--- src/rtl/entry_det_pkg.sv ---
package entry_det_pkg;
  localparam logic [31:0] ENTRY_KEY = 32'h8A12C2B2;

  typedef enum logic [1:0] {
    ST_IDLE,
    ST_PULSE,
    ST_SHIFT,
    ST_ACTIVE
  } det_state_e;
endpackage

--- src/rtl/pin_sync.sv ---
module pin_sync #(
  parameter int WIDTH  = 3,
  parameter int STAGES = 2
) (
  input  logic             clk,
  input  logic             rst_n,
  input  logic [WIDTH-1:0] d,
  output logic [WIDTH-1:0] q
);
  logic [WIDTH-1:0] chain [STAGES];

  always_ff @(posedge clk) begin
    if (!rst_n) begin
      for (int i = 0; i < STAGES; i++) chain[i] <= '0;
    end else begin
      chain[0] <= d;
      for (int i = 1; i < STAGES; i++) chain[i] <= chain[i-1];
    end
  end

  assign q = chain[STAGES-1];
endmodule

--- src/rtl/hold_timer.sv ---
module hold_timer #(
  parameter int LIMIT = 1000
) (
  input  logic clk,
  input  logic rst_n,
  input  logic run,
  output logic reached
);
  localparam int CW = $clog2(LIMIT + 1);
  localparam logic [CW-1:0] LAST = CW'(LIMIT - 1);

  logic [CW-1:0] cnt;

  always_ff @(posedge clk) begin
    if (!rst_n || !run) cnt <= '0;
    else if (cnt != LAST) cnt <= cnt + 1'b1;
  end

  assign reached = run && (cnt == LAST);
endmodule

--- src/rtl/setup_rx.sv ---
module setup_rx #(
  parameter int PAD_W    = 2,
  parameter int WORD_W   = 32,
  parameter int N_FRAMES = 2
) (
  input  logic                       clk,
  input  logic                       rst_n,
  input  logic                       clear,
  input  logic                       bit_en,
  input  logic                       bit_in,
  output logic [N_FRAMES*WORD_W-1:0] words,
  output logic                       err,
  output logic                       done
);
  localparam int FRAME_W = PAD_W + WORD_W;
  localparam int PW      = $clog2(FRAME_W);
  localparam int FW      = (N_FRAMES > 1) ? $clog2(N_FRAMES) : 1;
  localparam logic [PW-1:0] POS_LAST = PW'(FRAME_W - 1);
  localparam logic [PW-1:0] PAD_END  = PW'(PAD_W);
  localparam logic [FW-1:0] F_LAST   = FW'(N_FRAMES - 1);

  logic [PW-1:0] pos;
  logic [FW-1:0] fidx;
  logic          take;

  assign take = bit_en && !done;

  always_ff @(posedge clk) begin
    if (!rst_n || clear) begin
      pos  <= '0;
      fidx <= '0;
      err  <= 1'b0;
      done <= 1'b0;
    end else if (take) begin
      if (pos < PAD_END) err <= err | bit_in;
      if (pos == POS_LAST) begin
        pos <= '0;
        if (fidx == F_LAST) done <= 1'b1;
        else fidx <= fidx + 1'b1;
      end else begin
        pos <= pos + 1'b1;
      end
    end
  end

  for (genvar g = 0; g < N_FRAMES; g++) begin : g_word
    logic [WORD_W-1:0] w;
    always_ff @(posedge clk) begin
      if (!rst_n || clear) w <= '0;
      else if (take && pos >= PAD_END && fidx == FW'(g))
        w <= {bit_in, w[WORD_W-1:1]};
    end
    assign words[g*WORD_W +: WORD_W] = w;
  end
endmodule

--- src/rtl/prog_entry_detect.sv ---
module prog_entry_detect
  import entry_det_pkg::*;
#(
  parameter int              KEY_W       = 32,
  parameter logic [KEY_W-1:0] KEY        = ENTRY_KEY,
  parameter int              PAD_W       = 2,
  parameter int              N_FRAMES    = 2,
  parameter int              SYNC_STAGES = 2,
  parameter int              WAIT_CYCLES = 62500,
  parameter int              EXIT_CYCLES = 125000
) (
  input  logic                      clk,
  input  logic                      rst_n,
  input  logic                      prog_rst,
  input  logic                      prog_clk,
  input  logic                      prog_dat,
  output logic                      mode_active,
  output logic                      setup_done,
  output logic [N_FRAMES*KEY_W-1:0] setup_words,
  output logic                      frame_err,
  output logic                      proto_err
);
  localparam int CNT_W = $clog2(KEY_W + 2);
  localparam logic [CNT_W-1:0] CNT_FULL = CNT_W'(KEY_W);
  localparam logic [CNT_W-1:0] CNT_SAT  = CNT_W'(KEY_W + 1);

  logic [2:0] pins_s;
  logic       rst_lvl, clk_lvl, dat_lvl;
  logic       rst_prev, clk_prev;
  logic       rst_rise, rst_fall, clk_rise;

  pin_sync #(.WIDTH(3), .STAGES(SYNC_STAGES)) u_sync (
    .clk  (clk),
    .rst_n(rst_n),
    .d    ({prog_dat, prog_clk, prog_rst}),
    .q    (pins_s)
  );

  assign {dat_lvl, clk_lvl, rst_lvl} = pins_s;

  always_ff @(posedge clk) begin
    if (!rst_n) begin
      rst_prev <= 1'b0;
      clk_prev <= 1'b0;
    end else begin
      rst_prev <= rst_lvl;
      clk_prev <= clk_lvl;
    end
  end

  assign rst_rise = rst_lvl && !rst_prev;
  assign rst_fall = !rst_lvl && rst_prev;
  assign clk_rise = clk_lvl && !clk_prev;

  det_state_e       st;
  logic [CNT_W-1:0] cnt, cnt_nx;
  logic [KEY_W-1:0] key_sr, key_nx;
  logic             accept;
  logic             active;
  logic             wait_over, exit_hit;

  assign active = (st == ST_ACTIVE);

  always_comb begin
    cnt_nx = cnt;
    key_nx = key_sr;
    if (clk_rise) begin
      key_nx = {dat_lvl, key_sr[KEY_W-1:1]};
      if (cnt != CNT_SAT) cnt_nx = cnt + 1'b1;
    end
    accept = (st == ST_SHIFT) && rst_rise && (cnt_nx == CNT_FULL) && (key_nx == KEY);
  end

  hold_timer #(.LIMIT(WAIT_CYCLES)) u_guard (
    .clk    (clk),
    .rst_n  (rst_n),
    .run    (active),
    .reached(wait_over)
  );

  hold_timer #(.LIMIT(EXIT_CYCLES)) u_exit (
    .clk    (clk),
    .rst_n  (rst_n),
    .run    (active && !rst_lvl),
    .reached(exit_hit)
  );

  always_ff @(posedge clk) begin
    if (!rst_n) begin
      st     <= ST_IDLE;
      cnt    <= '0;
      key_sr <= '0;
    end else begin
      unique case (st)
        ST_IDLE:  if (rst_rise) st <= ST_PULSE;
        ST_PULSE: if (rst_fall) begin
          st     <= ST_SHIFT;
          cnt    <= '0;
          key_sr <= '0;
        end
        ST_SHIFT: if (rst_rise) begin
          st <= accept ? ST_ACTIVE : ST_PULSE;
        end else begin
          cnt    <= cnt_nx;
          key_sr <= key_nx;
        end
        ST_ACTIVE: if (exit_hit) st <= ST_IDLE;
        default:  st <= ST_IDLE;
      endcase
    end
  end

  always_ff @(posedge clk) begin
    if (!rst_n || !active || exit_hit) proto_err <= 1'b0;
    else if (clk_rise && !wait_over) proto_err <= 1'b1;
  end

  setup_rx #(.PAD_W(PAD_W), .WORD_W(KEY_W), .N_FRAMES(N_FRAMES)) u_rx (
    .clk   (clk),
    .rst_n (rst_n),
    .clear (!active || exit_hit),
    .bit_en(active && clk_rise && wait_over),
    .bit_in(dat_lvl),
    .words (setup_words),
    .err   (frame_err),
    .done  (setup_done)
  );

  assign mode_active = active;
endmodule

--- config.mk ---
export PLATFORM = sky130hd
export DESIGN_NAME = prog_entry_detect
export DESIGN_NICKNAME = d
export VERILOG_FILES = /design/src/rtl/entry_det_pkg.sv /design/src/rtl/pin_sync.sv /design/src/rtl/hold_timer.sv /design/src/rtl/setup_rx.sv /design/src/rtl/prog_entry_detect.sv
export SDC_FILE = /design/constraint.sdc
export NUM_CORES = 1
export LEC_CHECK = 0
export ABC_AREA = 1
export BUFFER_PORTS_ARGS = -buffer_cell sky130_fd_sc_hd__buf_2
export CAP_MARGIN = 20
export CORE_ASPECT_RATIO = 0.7
export CORE_MARGIN = 8
export CORE_UTILIZATION = 59
export DETAILED_ROUTE_END_ITERATION = 8
export HOLD_SLACK_MARGIN = 0.06
export MAX_ROUTING_LAYER = met4
export PLACE_DENSITY_LB_ADDON = 0.3
export RECOVER_POWER = 50
export SLEW_MARGIN = 15
export SYNTH_ARGS = -nofsm -noshare
export SYNTH_HDL_FRONTEND = slang
export SYNTH_SLANG_ARGS = --single-unit
export TNS_END_PERCENT = 30
--- constraint.sdc ---
create_clock -name clk -period 2.2 [get_ports clk]
set_input_delay 0.44 -clock clk [delete_from_list [all_inputs] [get_ports clk]]
set_output_delay 0.44 -clock clk [all_outputs]
set_load 0.1 [all_outputs]
; Word level (Yosys, flattened, before mapping)
; Memory sizes are Yosys's and may differ from the RTL's.
; Index checks and enable logic that the tools add are counted.
[op_classes]
n_addsub = 5
eq_ne = 16
order_cmp = 2
bitwise_logic = 4
reduce_logical = 36
mux = 21
[ops]
columns = op, n
row1 = 32-bit two-way mux, 3
row2 = 32-bit case mux with 2 select lines, 1
row3 = 32-bit == test (second input constant), 1
row4 = 6-bit two-way mux, 5
row5 = 17-bit by 1-bit adder with 17-bit output (second input constant), 1
row6 = 17-bit == test (second input constant), 1
row7 = 17-bit != test (second input constant), 1
row8 = 16-bit by 1-bit adder with 16-bit output (second input constant), 1
row9 = 16-bit == test (second input constant), 1
row10 = 1-bit logical AND, 16
row11 = 16-bit != test (second input constant), 1
row12 = 6-bit by 1-bit adder with 6-bit output (second input constant), 2
row13 = 6-bit == test (second input constant), 2
row14 = 6-bit case mux with 2 select lines, 1
row15 = 2-bit two-way mux, 5
row16 = 1-bit zero test, 8
row17 = 2-bit != test (second input constant), 4
row18 = 2-bit case mux with 4 select lines, 1
row19 = 6-bit by 2-bit greater-or-equal comparator with 1-bit output (second input constant), 1
row20 = 6-bit by 2-bit < comparator with 1-bit output (second input constant), 1
row21 = 3-bit two-way mux, 2
row22 = 6-bit != test (second input constant), 1
row23 = 3-bit AND reduction, 2
row24 = 1-bit logical OR, 5
row25 = other kinds (11), 17
[totals]
ram_bits = 6
mem_count = 1
ff_bits = 149
inputBits = 5
out_inout_bits = 68
[memory_table]
columns = memory, depth, width, rd, rd_ports_with_merged_regs, write_ports, line
row1 = u_sync.chain, 2, 3, 2, 0, 2, pin_sync.sv:10  ; logic [WIDTH-1:0] chain [STAGES];

; Depth between registers and ports, before layout
[depth]
word_depth = 9
depth_mapped = 14

; By module
; A second synthesis with hierarchy kept.
[unflattened]
cells_unflattened = 1277
area_unflattened_um2 = 8211.6
[by_module_without_submodules]
columns = module, seq_area_each_um2, cells_per_inst, n_inst, area_per_inst_um2
row1 = setup_rx, 1461.4, 546, 1, 3606.0
row2 = prog_entry_detect, 860.8, 383, 1, 2378.5
row3 = hold_timer at u_exit, 340.3, 170, 1, 1029.7
row4 = hold_timer at u_guard, 320.3, 157, 1, 1009.7
row5 = pin_sync, 120.1, 21, 1, 187.7

; Least setup slack after synthesis
; Ideal clock, no wire load.
[synth_timing]
kind = reg2reg
startpoint = reg st[0]
endpoint = reg u_rx.g_word[0].w[0]
path_stages_with_launch = 9
path_slack_ns = 0.084
t_arrival_ns = 2.050
path_buffers = 2
t_required_ns = 2.135
path_cell_list = dfxtp_1 > nand2_1 > inv_1 > o21ai_0 > nor2_1 > buf_2 > buf_2 > nand2_1 > nor2_1
[synth_via]
elab_chain_len = 6
word_cells_on_any_way = 12
classes_between = eq/ne (1) / reduce/logical (11)
[synth_lines]
columns = item, line
row1 = from (decl), prog_entry_detect.sv:55  ; det_state_e st;
row2 = from (signal assigned), prog_entry_detect.sv:102  ; st <= accept ? ST_ACTIVE : ST_PULSE;
row3 = 2-bit == test (*), prog_entry_detect.sv:62  ; assign active = (st == ST_ACTIVE);
row4 = net mode_active, prog_entry_detect.sv:17  ; output logic mode_active,
row5 = 1-bit logical AND (on tied branches), "prog_entry_detect.sv:122, hold_timer.sv:19"
row6 = 1-bit logical AND, prog_entry_detect.sv:122  ; .bit_en(active && clk_rise && wait_over),
row7 = 1-bit logical AND, setup_rx.sv:26  ; assign take = bit_en && !done;
row8 = 1-bit logical AND (2 in a row), setup_rx.sv:50  ; else if (take && pos >= PAD_END && fidx == FW'(g))
row9 = to (signal assigned), setup_rx.sv:51  ; w <= {bit_in, w[WORD_W-1:1]};
row10 = to (decl), setup_rx.sv:47  ; logic [WORD_W-1:0] w;
; Mark *: on every way through the listed nets, which the timed path passes. The rest lies on a longest branch.
; A chain may end at the register's enable or synchronous reset.

; Worst setup path in the final report
[layout_timing]
startpoint = reg st[1]
endpoint = out mode_active
[layout_via]
elab_chain_len = 1
[layout_lines]
columns = item, line
row1 = 2-bit == test, prog_entry_detect.sv:62
row2 = to (decl), prog_entry_detect.sv:17
; Every way passes these cells.

==> summary.txt <==
outcome: completed
antenna violations before repair: 0
final hold vios: 0
Crit path buffers/inverters: 2
Final Cell Area: 8469 µm²
Final Setup Violations: 0
Post-synth EDFFs: 0
initial core utilization: 60.05%
Largest delay share family, worst path: buffers and inverters
Slew HR: 62.69%
Critical-path top delay cell: buf_2
largest net degree at the start of global routing: 65
switching share of power: 20.78%
Mapped Cells: 1108
top post-synthesis cells by area: dfxtp_1 42%, nand2_1 15%, nor2_1 10%, inv_1 7.4%, nand3_1 4.2%
Layout area overhead: 14.32%
initial drt markers: 519
RSZ-0062 raised after global routing: no
Place WS: 0.1730 ns
Max VDD drop: 0.0006075 V
synth warn: 0
critical path peak fanout: 4
Seq/Total Area, Yosys: 41.88%
n_diodes: 0
Logic pwr share: 1.7%
sequential cell fraction of total power: 46.8%
Async SR Flop Fraction: 0%
syn_area_per_cell: 6.686 µm²
clk_lat worst skew: 0.42 ns
share of cells above drive strength 1: 12.27%
H-tree depth: 4
top_reg_cell synth: dfxtp_1
Required @ worst endpoint: 1.76 ns
core area: 12340 µm²
total track usage: 19.84%
Max-Cap Viols: 0
CTS tree: yes
internal power: 4785 µW
clock buffer depth: 2
Fmax: 0.4923 GHz
Post-DP Area: 7830 µm²
Final Critical Period: 2.031 ns
worst hold path type: input pin to flop
Die Area: 16450 µm²
Slew @ Worst Pin: 0.5621 ns
Pins Over Slew Limit: 0
grt ovf: 0
post-route ant nets: 0
Tcrit/Tclk final: 92.33%
CTS Root Cell: clkbuf_16
dominant cell type by area after synthesis: dfxtp_1
clock skew: 0.01307 ns
Via density: 4.913
CP Capture Type: output port
Critical Path Max Stage Delay: 0.48 ns
RePlAce Congestion: 0.8135
clk slew on worst S/H paths: 0.06 ns
Die W: 149.9 µm
post-DP HPWL: 10.36 mm
nets: 1189
kind of critical path: flop to output port
WL/cell: 11.60 µm
vias: 6642
Ports: 73
IO buf count: 72
Commonest cells post-synth: 303 x nand2_1, 203 x nor2_1, 155 x dfxtp_1
crit start category: flop
total CTS buffers: 17
most common cell in the netlist: nand2_1
CP Cell Sequence: nand2_1 -> inv_1 -> buf_2
vias in the first global route: 5858
clk sink count: 155
FF+latch count, synth: 155
Clk pwr share: 51.6%
die height: 109.8 µm
Synth Cell Area: 7408 µm²
Power per Cell Area: 713.2 nW/µm²
First-pass DRT Iterations: 4
first-pass GRT wire length: 26.45 mm
leakage: 0.003973 µW
row count: 34
Sum Neg Setup Slack: 0 ns
top-area cell type share of the netlist area: 41.88%
critical path arrival: 1.59 ns
post-synth cell types: 42
routed wire length: 15.68 mm
Syn Nets: 1120
final worst slack: 0.1688 ns
DRC Markers: 0
hold-fix buffers at CTS: 0
P_sw: 1255 µW
[state kept, by name (all words and copies together) (netlist names)]
signal and flops:
proto_err 1, u_rx.done 1, u_rx.fidx 1, u_rx.err 1, u_guard.cnt 16, u_exit.cnt 17
u_rx.g_word.w 64, cnt 6, u_sync.chain 6, key_sr 32, u_rx.pos 6, clk_prev 1
rst_prev 1, st 2
[area by class of cell]
cell class / instances / area (µm²)
Clock inverter: 13 / 190.2
Fill cell: 1068 / 3867
Clock buffer: 19 / 442.9
Timing Repair Buffer: 93 / 534.3
Tap cell: 162 / 202.7
Sequential cell: 155 / 3103
Inverter: 153 / 576.8
Multi-Input combinational cell: 757 / 3420
[logic make-up (layout without fill, tap and decap cells)]
family          count (synthesis)  in the layout  synth area share, %
xor+xnor                        6              6               0.7095
compound gates                120            120                8.478
flops                         155            155                41.88
buf+inv                       196            278                11.86
mux                             1              1               0.1351
simple gates                  623            623                35.75
fa+ha+maj                       7              7                1.182
[worst register-to-register path, cell delays in order (launching register included)]
cell and delay (ns):
dfxtp_1 0.37, ha_1 0.27, nand4_1 0.13, nor2_1 0.11, nand3_1 0.18, nor3_4 0.32
nand3_1 0.20, nor3_1 0.21, nor3_1 0.08
[layout by cell type, fill, tap and decap left out, types with 5 or more instances in the layout]
master / synthesis / final
nor2_1: 203 / 204
a21oi_1: 59 / 59
nor3_1: 13 / 14
buf_2: 15 / 5
clkbuf_2: 0 / 66
clkbuf_1: 12 / 5
nand2_1: 303 / 303
clkbuf_16: 0 / 17
nand4_1: 12 / 12
nand3_1: 62 / 63
ha_1: 7 / 7
dfxtp_1: 155 / 155
o21ai_0: 49 / 49
inv_1: 146 / 146
buf_4: 3 / 15
[power groups by stage]
stage               Clock (µW)  Combinational (µW)  Sequential (µW)
finish                    3110                 101             2820
detailed placement           0                 102             2890
CTS                       3160                 102             2820
floorplan                    0                89.6             2880
global placement             0                 101             2890
global route              3280                 117             2820
[repair_timing]
| item | in CTS | in global routing |
|---|---|---|
| endpoints found under the setup margin | 0 | 4 |
| buffers inserted | 0 | 4 |
| endpoints found under the hold margin | 0 | 0 |
| gates resized for setup | 0 | 1 |
[path summary, 6_finish.rpt]
path	slack (ns)	to	startpoint	cells past startpoint
min reg2reg	0.42	u_sync.chain[0][4]	u_sync.chain[0][1]	2
max	0.17	mode_active	st[1]	3
max reg2reg	0.22	u_rx.pos[4]	u_guard.cnt[0]	8
min	0.21	u_sync.chain[0][1]	prog_clk	3
[metrics by stage]
step                      cells  util [%]  hold slack (ns)  power, µW
after floorplan            1108         -           0.3905       2974
final                      1352     68.65           0.2059       6040
after global routing       1352     68.65           0.2158       6218
after global placement     1316     63.47           0.3932       2987
after detailed placement   1316     63.47           0.3986       2988
after CTS                  1348     68.60           0.1988       6086
[layer usage]
metal  share of wire [%]  global-route usage (%)  wire length (µm)
met5                   0                       -                 0
met4                0.76                   4.904               119
met3                 4.7                   4.441               740
met2                  44                   30.96              6847
met1                  51                   25.78              7975
No activity file was read; power rests on OpenSTA's default activity.
